===== config.mk =====
export PLATFORM = sky130hd
export DESIGN_NAME = tc_status_fmt
export DESIGN_NICKNAME = d
export VERILOG_FILES = /design/src/rtl/tc_stat_pkg.sv /design/src/rtl/tc_field_bcd.sv /design/src/rtl/tc_word_pack.sv /design/src/rtl/tc_presence_fsm.sv /design/src/rtl/tc_status_fmt.sv
export SDC_FILE = /design/constraint.sdc
export NUM_CORES = 1
export LEC_CHECK = 0
export ABC_AREA = 1
export CAP_MARGIN = 0
export CORE_ASPECT_RATIO = 1.5
export CORE_UTILIZATION = 30
export DETAILED_ROUTE_END_ITERATION = 8
export GPL_TIMING_DRIVEN = 0
export PLACE_DENSITY_LB_ADDON = 0.1
export SLEW_MARGIN = 10
export SYNTH_ARGS = -nofsm -noshare
export SYNTH_HDL_FRONTEND = slang
export SYNTH_SLANG_ARGS = --single-unit

===== constraint.sdc =====
create_clock -name clk -period 1.58 [get_ports clk]
set_input_delay 0.316 -clock clk [delete_from_list [all_inputs] [get_ports clk]]
set_output_delay 0.316 -clock clk [all_outputs]
set_load 0.01 [all_outputs]

===== src/rtl/tc_stat_pkg.sv =====
package tc_stat_pkg;

    typedef enum logic [2:0] {
        CK_W0,
        CK_W1,
        CK_W2,
        CK_W3,
        CK_REPORT
    } chk_state_e;

    localparam logic [31:0] MARK_MASK  = 32'h8080_8080;
    localparam logic [31:0] SIGN_WORD3 = 32'h8000_8000;
    localparam int unsigned FIELD_W    = 7;

    // value below 80 -> {3-bit tens, 4-bit units}
    function automatic logic [6:0] to_bcd7(input logic [6:0] v);
        logic [6:0] t;
        logic [6:0] u;
        t = v / 7'd10;
        u = v % 7'd10;
        return {t[2:0], u[3:0]};
    endfunction

    function automatic logic [6:0] frame_limit(input logic [1:0] code);
        logic [6:0] r;
        unique case (code)
            2'd0:    r = 7'd23;
            2'd1:    r = 7'd24;
            default: r = 7'd29;
        endcase
        return r;
    endfunction

endpackage


===== src/rtl/tc_field_bcd.sv =====
module tc_field_bcd
    import tc_stat_pkg::*;
#(
    parameter int unsigned IN_W = 6
) (
    input  logic [IN_W-1:0] val_i,
    input  logic [6:0]      limit_i,
    output logic [6:0]      bcd_o
);
    localparam int unsigned CW = (IN_W > 7) ? IN_W : 7;

    logic [CW-1:0] val_w;
    logic [CW-1:0] lim_w;
    logic [CW-1:0] clamped;

    always_comb begin
        val_w   = CW'(val_i);
        lim_w   = CW'(limit_i);
        clamped = (val_w > lim_w) ? lim_w : val_w;
        bcd_o   = to_bcd7(clamped[6:0]);
    end
endmodule


===== src/rtl/tc_word_pack.sv =====
module tc_word_pack
    import tc_stat_pkg::*;
#(
    parameter int unsigned HOUR_W  = 5,
    parameter int unsigned MIN_W   = 6,
    parameter int unsigned FRAME_W = 5,
    parameter int unsigned PHASE_W = 14
) (
    input  logic [HOUR_W-1:0]  hours_i,
    input  logic [MIN_W-1:0]   minutes_i,
    input  logic [MIN_W-1:0]   seconds_i,
    input  logic [FRAME_W-1:0] frames_i,
    input  logic [1:0]         rate_code_i,
    input  logic               drop_frame_i,
    input  logic               pal_i,
    input  logic               ntsc_i,
    input  logic               wclk_ok_i,
    input  logic               ltc_ok_i,
    input  logic               lock_i,
    input  logic [PHASE_W-1:0] phase_i,
    output logic [31:0]        w0_o,
    output logic [31:0]        w1_o,
    output logic [31:0]        w2_o,
    output logic [31:0]        w3_o
);
    localparam int unsigned HALF = PHASE_W / 2;

    logic [6:0] h_bcd, m_bcd, s_bcd, f_bcd;
    logic [6:0] ph_hi, ph_lo;

    tc_field_bcd #(.IN_W(HOUR_W))  u_hours (.val_i(hours_i),   .limit_i(7'd23), .bcd_o(h_bcd));
    tc_field_bcd #(.IN_W(MIN_W))   u_mins  (.val_i(minutes_i), .limit_i(7'd59), .bcd_o(m_bcd));
    tc_field_bcd #(.IN_W(MIN_W))   u_secs  (.val_i(seconds_i), .limit_i(7'd59), .bcd_o(s_bcd));
    tc_field_bcd #(.IN_W(FRAME_W)) u_frms  (.val_i(frames_i),
                                            .limit_i(frame_limit(rate_code_i)),
                                            .bcd_o(f_bcd));

    always_comb begin
        ph_lo = 7'(phase_i[HALF-1:0]);
        ph_hi = 7'(phase_i[PHASE_W-1:HALF]);
        w0_o  = {1'b1, h_bcd, 1'b1, m_bcd, 1'b1, s_bcd, 1'b1, f_bcd};
        w1_o  = {1'b1, 7'd0, 1'b1, 7'd0,
                 1'b1, 3'd0, rate_code_i, drop_frame_i, 1'b0,
                 1'b1, pal_i, ntsc_i, wclk_ok_i, ltc_ok_i, 2'b00, lock_i};
        w2_o  = {1'b1, 7'd0, 1'b1, 7'd0, 1'b1, ph_hi, 1'b1, ph_lo};
        w3_o  = SIGN_WORD3;
    end
endmodule


===== src/rtl/tc_presence_fsm.sv =====
module tc_presence_fsm
    import tc_stat_pkg::*;
#(
    parameter int unsigned PHASE_W = 14
) (
    input  logic               clk,
    input  logic               rst_n,
    input  logic               word_valid_i,
    input  logic [31:0]        word_i,
    output logic               done_o,
    output logic               present_o,
    output logic [PHASE_W-1:0] phase_o
);
    chk_state_e state_q, state_d;
    logic       ok_q;
    logic       present_q;
    logic [PHASE_W-1:0] phase_q;
    logic       marks_ok;
    logic       tail_ok;
    logic [PHASE_W-1:0] phase_rebuilt;

    always_comb begin
        marks_ok      = word_i[31] & word_i[23] & word_i[15] & word_i[7];
        tail_ok       = word_i[31] & word_i[15] & (word_i[14:0] == 15'd0);
        phase_rebuilt = PHASE_W'(word_i[6:0]) + (PHASE_W'(word_i[14:8]) << 7);
    end

    // state register
    always_ff @(posedge clk or negedge rst_n) begin
        if (!rst_n) state_q <= CK_W0;
        else        state_q <= state_d;
    end

    // next state
    always_comb begin
        state_d = state_q;
        unique case (state_q)
            CK_W0:     if (word_valid_i) state_d = CK_W1;
            CK_W1:     if (word_valid_i) state_d = CK_W2;
            CK_W2:     if (word_valid_i) state_d = CK_W3;
            CK_W3:     if (word_valid_i) state_d = CK_REPORT;
            CK_REPORT: state_d = CK_W0;
            default:   state_d = CK_W0;
        endcase
    end

    // output and verdict registers
    always_ff @(posedge clk or negedge rst_n) begin
        if (!rst_n) begin
            ok_q      <= 1'b0;
            present_q <= 1'b0;
            phase_q   <= '0;
        end else if (word_valid_i) begin
            unique case (state_q)
                CK_W0: ok_q <= marks_ok;
                CK_W1: ok_q <= ok_q & marks_ok;
                CK_W2: begin
                    ok_q    <= ok_q & marks_ok;
                    phase_q <= phase_rebuilt;
                end
                CK_W3:     present_q <= ok_q & tail_ok;
                CK_REPORT: ;
                default:   ;
            endcase
        end
    end

    assign done_o    = (state_q == CK_REPORT);
    assign present_o = present_q;
    assign phase_o   = phase_q;
endmodule


===== src/rtl/tc_status_fmt.sv =====
module tc_status_fmt
    import tc_stat_pkg::*;
#(
    parameter int unsigned HOUR_W  = 5,
    parameter int unsigned MIN_W   = 6,
    parameter int unsigned FRAME_W = 5,
    parameter int unsigned PHASE_W = 14
) (
    input  logic               clk,
    input  logic               rst_n,
    input  logic               capture_i,
    input  logic [HOUR_W-1:0]  hours_i,
    input  logic [MIN_W-1:0]   minutes_i,
    input  logic [MIN_W-1:0]   seconds_i,
    input  logic [FRAME_W-1:0] frames_i,
    input  logic [1:0]         rate_code_i,
    input  logic               drop_frame_i,
    input  logic               pal_i,
    input  logic               ntsc_i,
    input  logic               wclk_ok_i,
    input  logic               ltc_ok_i,
    input  logic               lock_i,
    input  logic [PHASE_W-1:0] phase_i,
    output logic [31:0]        stat_w0_o,
    output logic [31:0]        stat_w1_o,
    output logic [31:0]        stat_w2_o,
    output logic [31:0]        stat_w3_o,
    input  logic               chk_valid_i,
    input  logic [31:0]        chk_word_i,
    output logic               chk_done_o,
    output logic               chk_present_o,
    output logic [PHASE_W-1:0] chk_phase_o
);
    logic [31:0] nx_w0, nx_w1, nx_w2, nx_w3;

    tc_word_pack #(
        .HOUR_W(HOUR_W), .MIN_W(MIN_W), .FRAME_W(FRAME_W), .PHASE_W(PHASE_W)
    ) u_pack (
        .hours_i(hours_i), .minutes_i(minutes_i), .seconds_i(seconds_i),
        .frames_i(frames_i), .rate_code_i(rate_code_i),
        .drop_frame_i(drop_frame_i), .pal_i(pal_i), .ntsc_i(ntsc_i),
        .wclk_ok_i(wclk_ok_i), .ltc_ok_i(ltc_ok_i), .lock_i(lock_i),
        .phase_i(phase_i),
        .w0_o(nx_w0), .w1_o(nx_w1), .w2_o(nx_w2), .w3_o(nx_w3)
    );

    always_ff @(posedge clk or negedge rst_n) begin
        if (!rst_n) begin
            stat_w0_o <= '0;
            stat_w1_o <= '0;
            stat_w2_o <= '0;
            stat_w3_o <= '0;
        end else if (capture_i) begin
            stat_w0_o <= nx_w0;
            stat_w1_o <= nx_w1;
            stat_w2_o <= nx_w2;
            stat_w3_o <= nx_w3;
        end
    end

    tc_presence_fsm #(.PHASE_W(PHASE_W)) u_chk_fsm (
        .clk(clk), .rst_n(rst_n),
        .word_valid_i(chk_valid_i), .word_i(chk_word_i),
        .done_o(chk_done_o), .present_o(chk_present_o), .phase_o(chk_phase_o)
    );
endmodule


## Word level (Yosys, flattened, before mapping)

Index checks and enable logic that the tools add are counted.

| storage, ports and cells | value |
|---|---|
| bits in registers | 78 |
| input port bits | 80 |
| output and inout port bits | 144 |
| word-level logic and storage cells | 57 |

| operators by class | value |
|---|---|
| add/sub/neg operators | 1 |
| divide/modulo/power cells | 8 |
| magnitude comparators | 4 |
| equality and inequality tests | 9 |
| mux-type cells | 11 |
| bitwise logic cells | 7 |
| reductions and logical operators | 9 |

Operators with widths:

| cell | number |
|---|---|
| $div 7x4->7 const B | 4 |
| $mod 7x4->7 const B | 4 |
| $logic_not 15->1 | 1 |
| $add 7x14->14 | 1 |
| $gt 6x6->1 const B | 2 |
| $mux 3 | 4 |
| $mux 6 | 2 |
| $pmux 3 s4 | 1 |
| $ne 2x2->1 const B | 4 |
| $pmux 4 s2 | 1 |
| $and 1x1->1 | 7 |
| $mux 7 | 1 |
| $eq 3x2->1 const B | 2 |
| $reduce_and 2->1 | 3 |
| $gt 5x5->1 | 1 |
| $gt 5x5->1 const B | 1 |
| $mux 5 | 1 |
| $reduce_and 4->1 | 1 |
| $eq 3x1->1 const B | 1 |
| $eq 3x3->1 const B | 1 |
| $logic_not 3->1 | 1 |
| $eq 2x1->1 const B | 1 |
| $logic_not 2->1 | 1 |
| $pmux 1 s2 | 1 |
| other kinds (2) | 2 |

## Depth between registers and ports, before layout

Gate-level depths: netlist of run 1.

| logic depth | value |
|---|---|
| word-level depth | 5 |
| depth in mapped cells | 25 |
| gate-level depth less buffers | 25 |

## Hierarchy

From an unflattened synthesis of run 1, not the netlist that was laid out.

| second synthesis, totals | value |
|---|---|
| cell total of the unflattened synthesis | 1152 |
| area total of the unflattened synthesis | 9290.2 µm² |

By module, submodules not included:

| module | times used | cells each | area an instance (µm²) |
|---|---|---|---|
| tc_status_fmt | 1 | 541 | 4959.8 |
| tc_field_bcd (u_pack.u_frms ...) | 2 | 91 | 570.5 |
| tc_presence_fsm | 1 | 102 | 903.4 |
| tc_field_bcd (u_pack.u_mins) | 1 | 118 | 869.6 |
| tc_word_pack | 1 | 107 | 777.0 |
| tc_field_bcd (u_pack.u_secs) | 1 | 102 | 639.4 |

## Least setup slack after synthesis of run 1

OpenSTA, ideal clock, no wires.

| timing path | value |
|---|---|
| path kind | input -> register |
| start | input port rate_code_i[0] |
| end | register stat_w0_o[1] |
| library setup time | 117 ps |
| arrival | 2737 ps |
| slack | -1275 ps |
| stages on the path | 24 |
| cell sequence | nor2_1 -> inv_1 -> ha_1 -> nand2_1 -> nor2_4 -> nand2_2 -> nand3_4 -> nand2_4 -> inv_1 -> nand2_1 -> o21ai_2 -> ha_1 -> inv_1 -> ha_1 -> inv_1 -> nand3_1 -> and2_1 -> ha_1 -> nand2_1 -> nand2_2 -> nand2_2 -> nand2_1 -> nand3_1 -> nand2_1 |

| on the way | value |
|---|---|
| cells in the longest elaborated chain, start to end | 5 |
| elaborated cells on any way between the ends | 6 |
| classes of those cells | 1 x div; 1 x order compare; 1 x eq/ne; 2 x mux; 1 x reduce/logical |

Ends and longest elaborated chain:

| item | RTL line | text |
|---|---|---|
| start, declared | tc_status_fmt.sv:16 | `input logic [1:0] rate_code_i,` |
| $eq 2x1->1 or $logic_not 2->1 (tied branches) | tc_stat_pkg.sv:26 | `unique case (code)` |
| $pmux 4 s2 (*) | tc_stat_pkg.sv:26 |  |
| $gt 5x5->1 | tc_field_bcd.sv:19 | `clamped = (val_w > lim_w) ? lim_w : val_w;` |
| $mux 7 (*) | tc_field_bcd.sv:19 |  |
| $mod 7x4->7 (*) | tc_stat_pkg.sv:20 | `u = v % 7'd10;` |
| end signal, assigned | tc_status_fmt.sv:54 | `stat_w0_o <= nx_w0;` |
| end, declared | tc_status_fmt.sv:24 | `output logic [31:0] stat_w0_o,` |

Mark *: on every way between the ends. The rest lies on a longest branch, timed or not.
A chain may end at the register's enable or synchronous reset.

## Worst setup path after layout of run 1

| timing path | value |
|---|---|
| start | input port rate_code_i[1] |
| end | register stat_w0_o[2] |

Same word-level chain as after synthesis.

==> flow_summary_export.csv, run 1 <==
group,metric,value,unit
layout,final_core_util,54.0,%
global_route,grt_usage,16.8,%
timing,fin_worst_skew,0.00331,ns
global_route,grt_pass1_wl,19600,µm
job,maxCapViolations,0,
cts,cts_max_level,3,
floorplanning,dieArea,15000,µm²
cts,cts_tree,"built",
critical_path,cp_max_fo,4,
critical_path,r2r_start,"u_chk_fsm.state_q[0]",
critical_path,cp_data_required_time,1.80,ns
synthesis,synth_mux_area_share,1.04,%
critical_path,r2r_cells,5,
layout,syn_to_final_growth,75.1,%
synthesis,yosysSeqAreaShare,39.2,%
synthesis,async_reset_ff_share,100,%
power_and_ir_drop,p_leak,4.13,nW
timing,final.setup.tns,-5.19,ns
layout,stdcell_count,1035,
synthesis,synthFlopType,"dfrtp_1",
synthesis,synth_top_family_by_area,"simple AND/OR/NAND/NOR gates",
timing,tightest_slew,0.620,ns
run_status,violations,"negative setup slack",
power_and_ir_drop,powerDensity,913,nW/µm²
timing,max_slew_margin,58.7,%
timing,hold_viol_final,0,
synthesis,ys_top_cells_by_count,"nand2_1, buf_4, dfrtp_1",
cts,clkTransAtPathRegs,0.05,ns
worst_hold_path,hold_path.class,"in -> reg",
synthesis,synth_edf_count,0,
synthesis,synth_xor_area_share,0.202,%
synthesis,synthTopCellsByArea,"dfrtp_1, nand2_1, buf_4",
critical_path,r2r_slack,0.16,ns
critical_path,critPathCapture,"stat_w0_o[2]",
global_route,antenna_found_initial,0,
placement,dpl.hpwl,9180,µm
power_and_ir_drop,ir_drop,423,µV
floorplanning,placementRows,53,
floorplanning,die_h,149,µm
layout,finish.net_count,934,
synthesis,synth_cells,561,
global_route,grt_max_degree,56,
power_and_ir_drop,finalPower,6.93,mW
floorplanning,io_pins,224,
drt,dr.pass1.iters,4,
cts,insertion_delay,0.33,ns
placement,io_buffer_count,142,
drt,ant_nets,0,
global_route,first_global_vias,4133,
timing,setup_slack,-0.915,ns
drt,post-route-drc-count,0,
placement,place_ws,-1.90,ns
synthesis,synth_top_area_share,39.2,%
synthesis,ys_ff_latch,68,
critical_path,startpoint,"rate_code_i[1]",
timing,finalSetupViolations,17,
drt,drtIter0Drc,82,
timing,fin_crit_sh,158,%
critical_path,regToRegEndpoint,"u_chk_fsm.phase_o[0]",
timing,finalMaxSlewViolations,0,
synthesis,syn_area,4340,µm²
run_status,outcome,"finished with violations",
floorplanning,fp.coreArea,14100,µm²
synthesis,yosys_warnings,0,
critical_path,startpoint_type,"primary input",
critical_path,arrival,2.71,ns
synthesis,synth-compound-area-share,6.72,%
placement,placed_cells,961,
critical_path,critical_path_class,"in -> reg",
cts,cts_buffers,9,
placement,gp_congestion,0.836,
layout,antenna_cells,0,
critical_path,worstSetupEndpointType,"flop",
drt,viasPerCell,4.21,
layout,fin_area,7600,µm²
synthesis,synth.distinct_cells,40,
global_route,grt-ovfl-total,0,
placement,placed_area,6440,µm²
drt,routed_wl,12900,µm
cts,clockBufferDepth,2,
timing,hold_slack,0.275,ns
floorplanning,die_width,100,µm
synthesis,synthAdderAreaFrac,4.61,%
synthesis,yosys.area_share.simple,27.2,%
floorplanning,start_util,30.9,%
layout,drive_gt1_share,35.9,%
cts,clock_sinks,68,
timing,fmax,0.401,GHz
timing,rsz0062_at_grt,"yes",
drt,vias,4353,
drt,wl_per_cell,12.5,µm
synthesis,synth_most_common_cell,"nand2_1",
synthesis,synth_top_area_cell,"dfrtp_1",
cts,cts-root-buf,"clkbuf_16",
timing,min_period,2.50,ns
synthesis,synth_area_per_cell,7.73,µm²
==> sequential cells by signal, summed over array words and instances (netlist names) <==
signal	cells
stat_w0_o	27
u_chk_fsm.phase_o	14
u_chk_fsm.ok_q	1
u_chk_fsm.state_q	3
u_chk_fsm.present_o	1
stat_w2_o	14
stat_w1_o	8
==> final cells by class <==
type	count	area [µm²]
well taps	192	240
flip-flops and latches	68	1700
inverters	64	262
fillers	1330	6460
repair buffers	201	1980
multi-input cells	400	2450
plain buffers	94	667
clock buffers	15	268
clock inverters	1	30.0
==> layer usage <==
layer | vias to the layer above | part of all wire [%] | global-route usage, %
met4 | 0 | 2.3 | 6.59
li1 | 2176 | - | -
met2 | 160 | 54 | 31.5
met5 | - | 0 | 0
met1 | 1995 | 38 | 18.1
met3 | 22 | 6.1 | 3.42
==> placed cells by master (no fill, tap or decap), types with 9 or more instances in the layout <==
cell type	instances
buf_6	9
inv_2	18
buf_4	137
o21ai_0	21
dlymetal6s2s_1	30
nand2_2	27
nor2_1	24
nand2_4	15
conb_1	66
clkbuf_1	15
dfrtp_1	67
ha_4	10
nand3_1	16
clkbuf_16	9
inv_1	38
nand3_2	9
clkdlybuf4s50_1	74
nand2_1	140
==> power by group <==
group | switching (mW) | internal, mW | total [mW]
registers | 0.202 | 2.10 | 2.31
clock network | 0.723 | 1.31 | 2.03
logic | 1.23 | 1.37 | 2.59
==> worst min-delay path by stage <==
stage / startpoint / to / slack (ns) / cells past startpoint
2_1_floorplan: rst_n / stat_w0_o[0] / 0.02 / 0
3_3_place_gp: stat_w2_o[2] / stat_w2_o[2] / 0.45 / 2
3_5_place_dp: rst_n / stat_w2_o[8] / 0.19 / 1
4_1_cts: rate_code_i[1] / stat_w1_o[11] / 0.21 / 3
5_1_grt: rate_code_i[0] / stat_w1_o[10] / 0.28 / 3
6_report: rate_code_i[0] / stat_w1_o[10] / 0.28 / 3
==> critical path, cell delays in order <==
cell and delay [ns]:
buf_8 0.11, nor2_4 0.13, inv_2 0.07, ha_4 0.27
nand2_4 0.05, nor2_4 0.11, nand2_2 0.08, nand3_4 0.08
nand2_4 0.07, inv_4 0.07, nand2_4 0.05, o21ai_4 0.07
ha_2 0.20, nand2_2 0.05, inv_2 0.09, nand3_4 0.08
nand2_4 0.10, nand2_4 0.05, and2_4 0.14, ha_4 0.17
nand2_4 0.06, nand2_4 0.06, nand2_2 0.07, nand2_1 0.05
nand3_1 0.06, nand2_1 0.05
==> cells by family (layout without fill, tap and decap cells) <==
logic type | after synthesis | after routing
muxes | 4 | 4
buffers and inverters | 158 | 375
AOI/OAI and AO/OA | 51 | 51
DFF | 68 | 68
adders and majority gates | 16 | 16
other | 1 | 66
and+or+nand+nor | 262 | 262
xor gates and xnor gates | 1 | 1
==> repair_timing <==
item / CTS / global route
gates resized for setup: 160 / 89
setup buffers: 39 / 19
endpoints found under the setup margin: 38 / 61
pin swaps: 63 / 54
hold buffers: 1 / 0
hold endpoints to repair: 13 / 0
Note: power is estimated with default switching activity, not from simulation.
==> inputs of run 2 (changes only) <==
--- a/config.mk
+++ b/config.mk
@@ -9,6 +9,7 @@
 export CAP_MARGIN = 0
 export CORE_ASPECT_RATIO = 1.5
 export CORE_UTILIZATION = 30
+export CTS_CLUSTER_SIZE = 24
 export DETAILED_ROUTE_END_ITERATION = 8
 export GPL_TIMING_DRIVEN = 0
 export PLACE_DENSITY_LB_ADDON = 0.1
==> results of run 2 <==
Same layout as run 1: the final DEF is identical, and so are final timing and power.
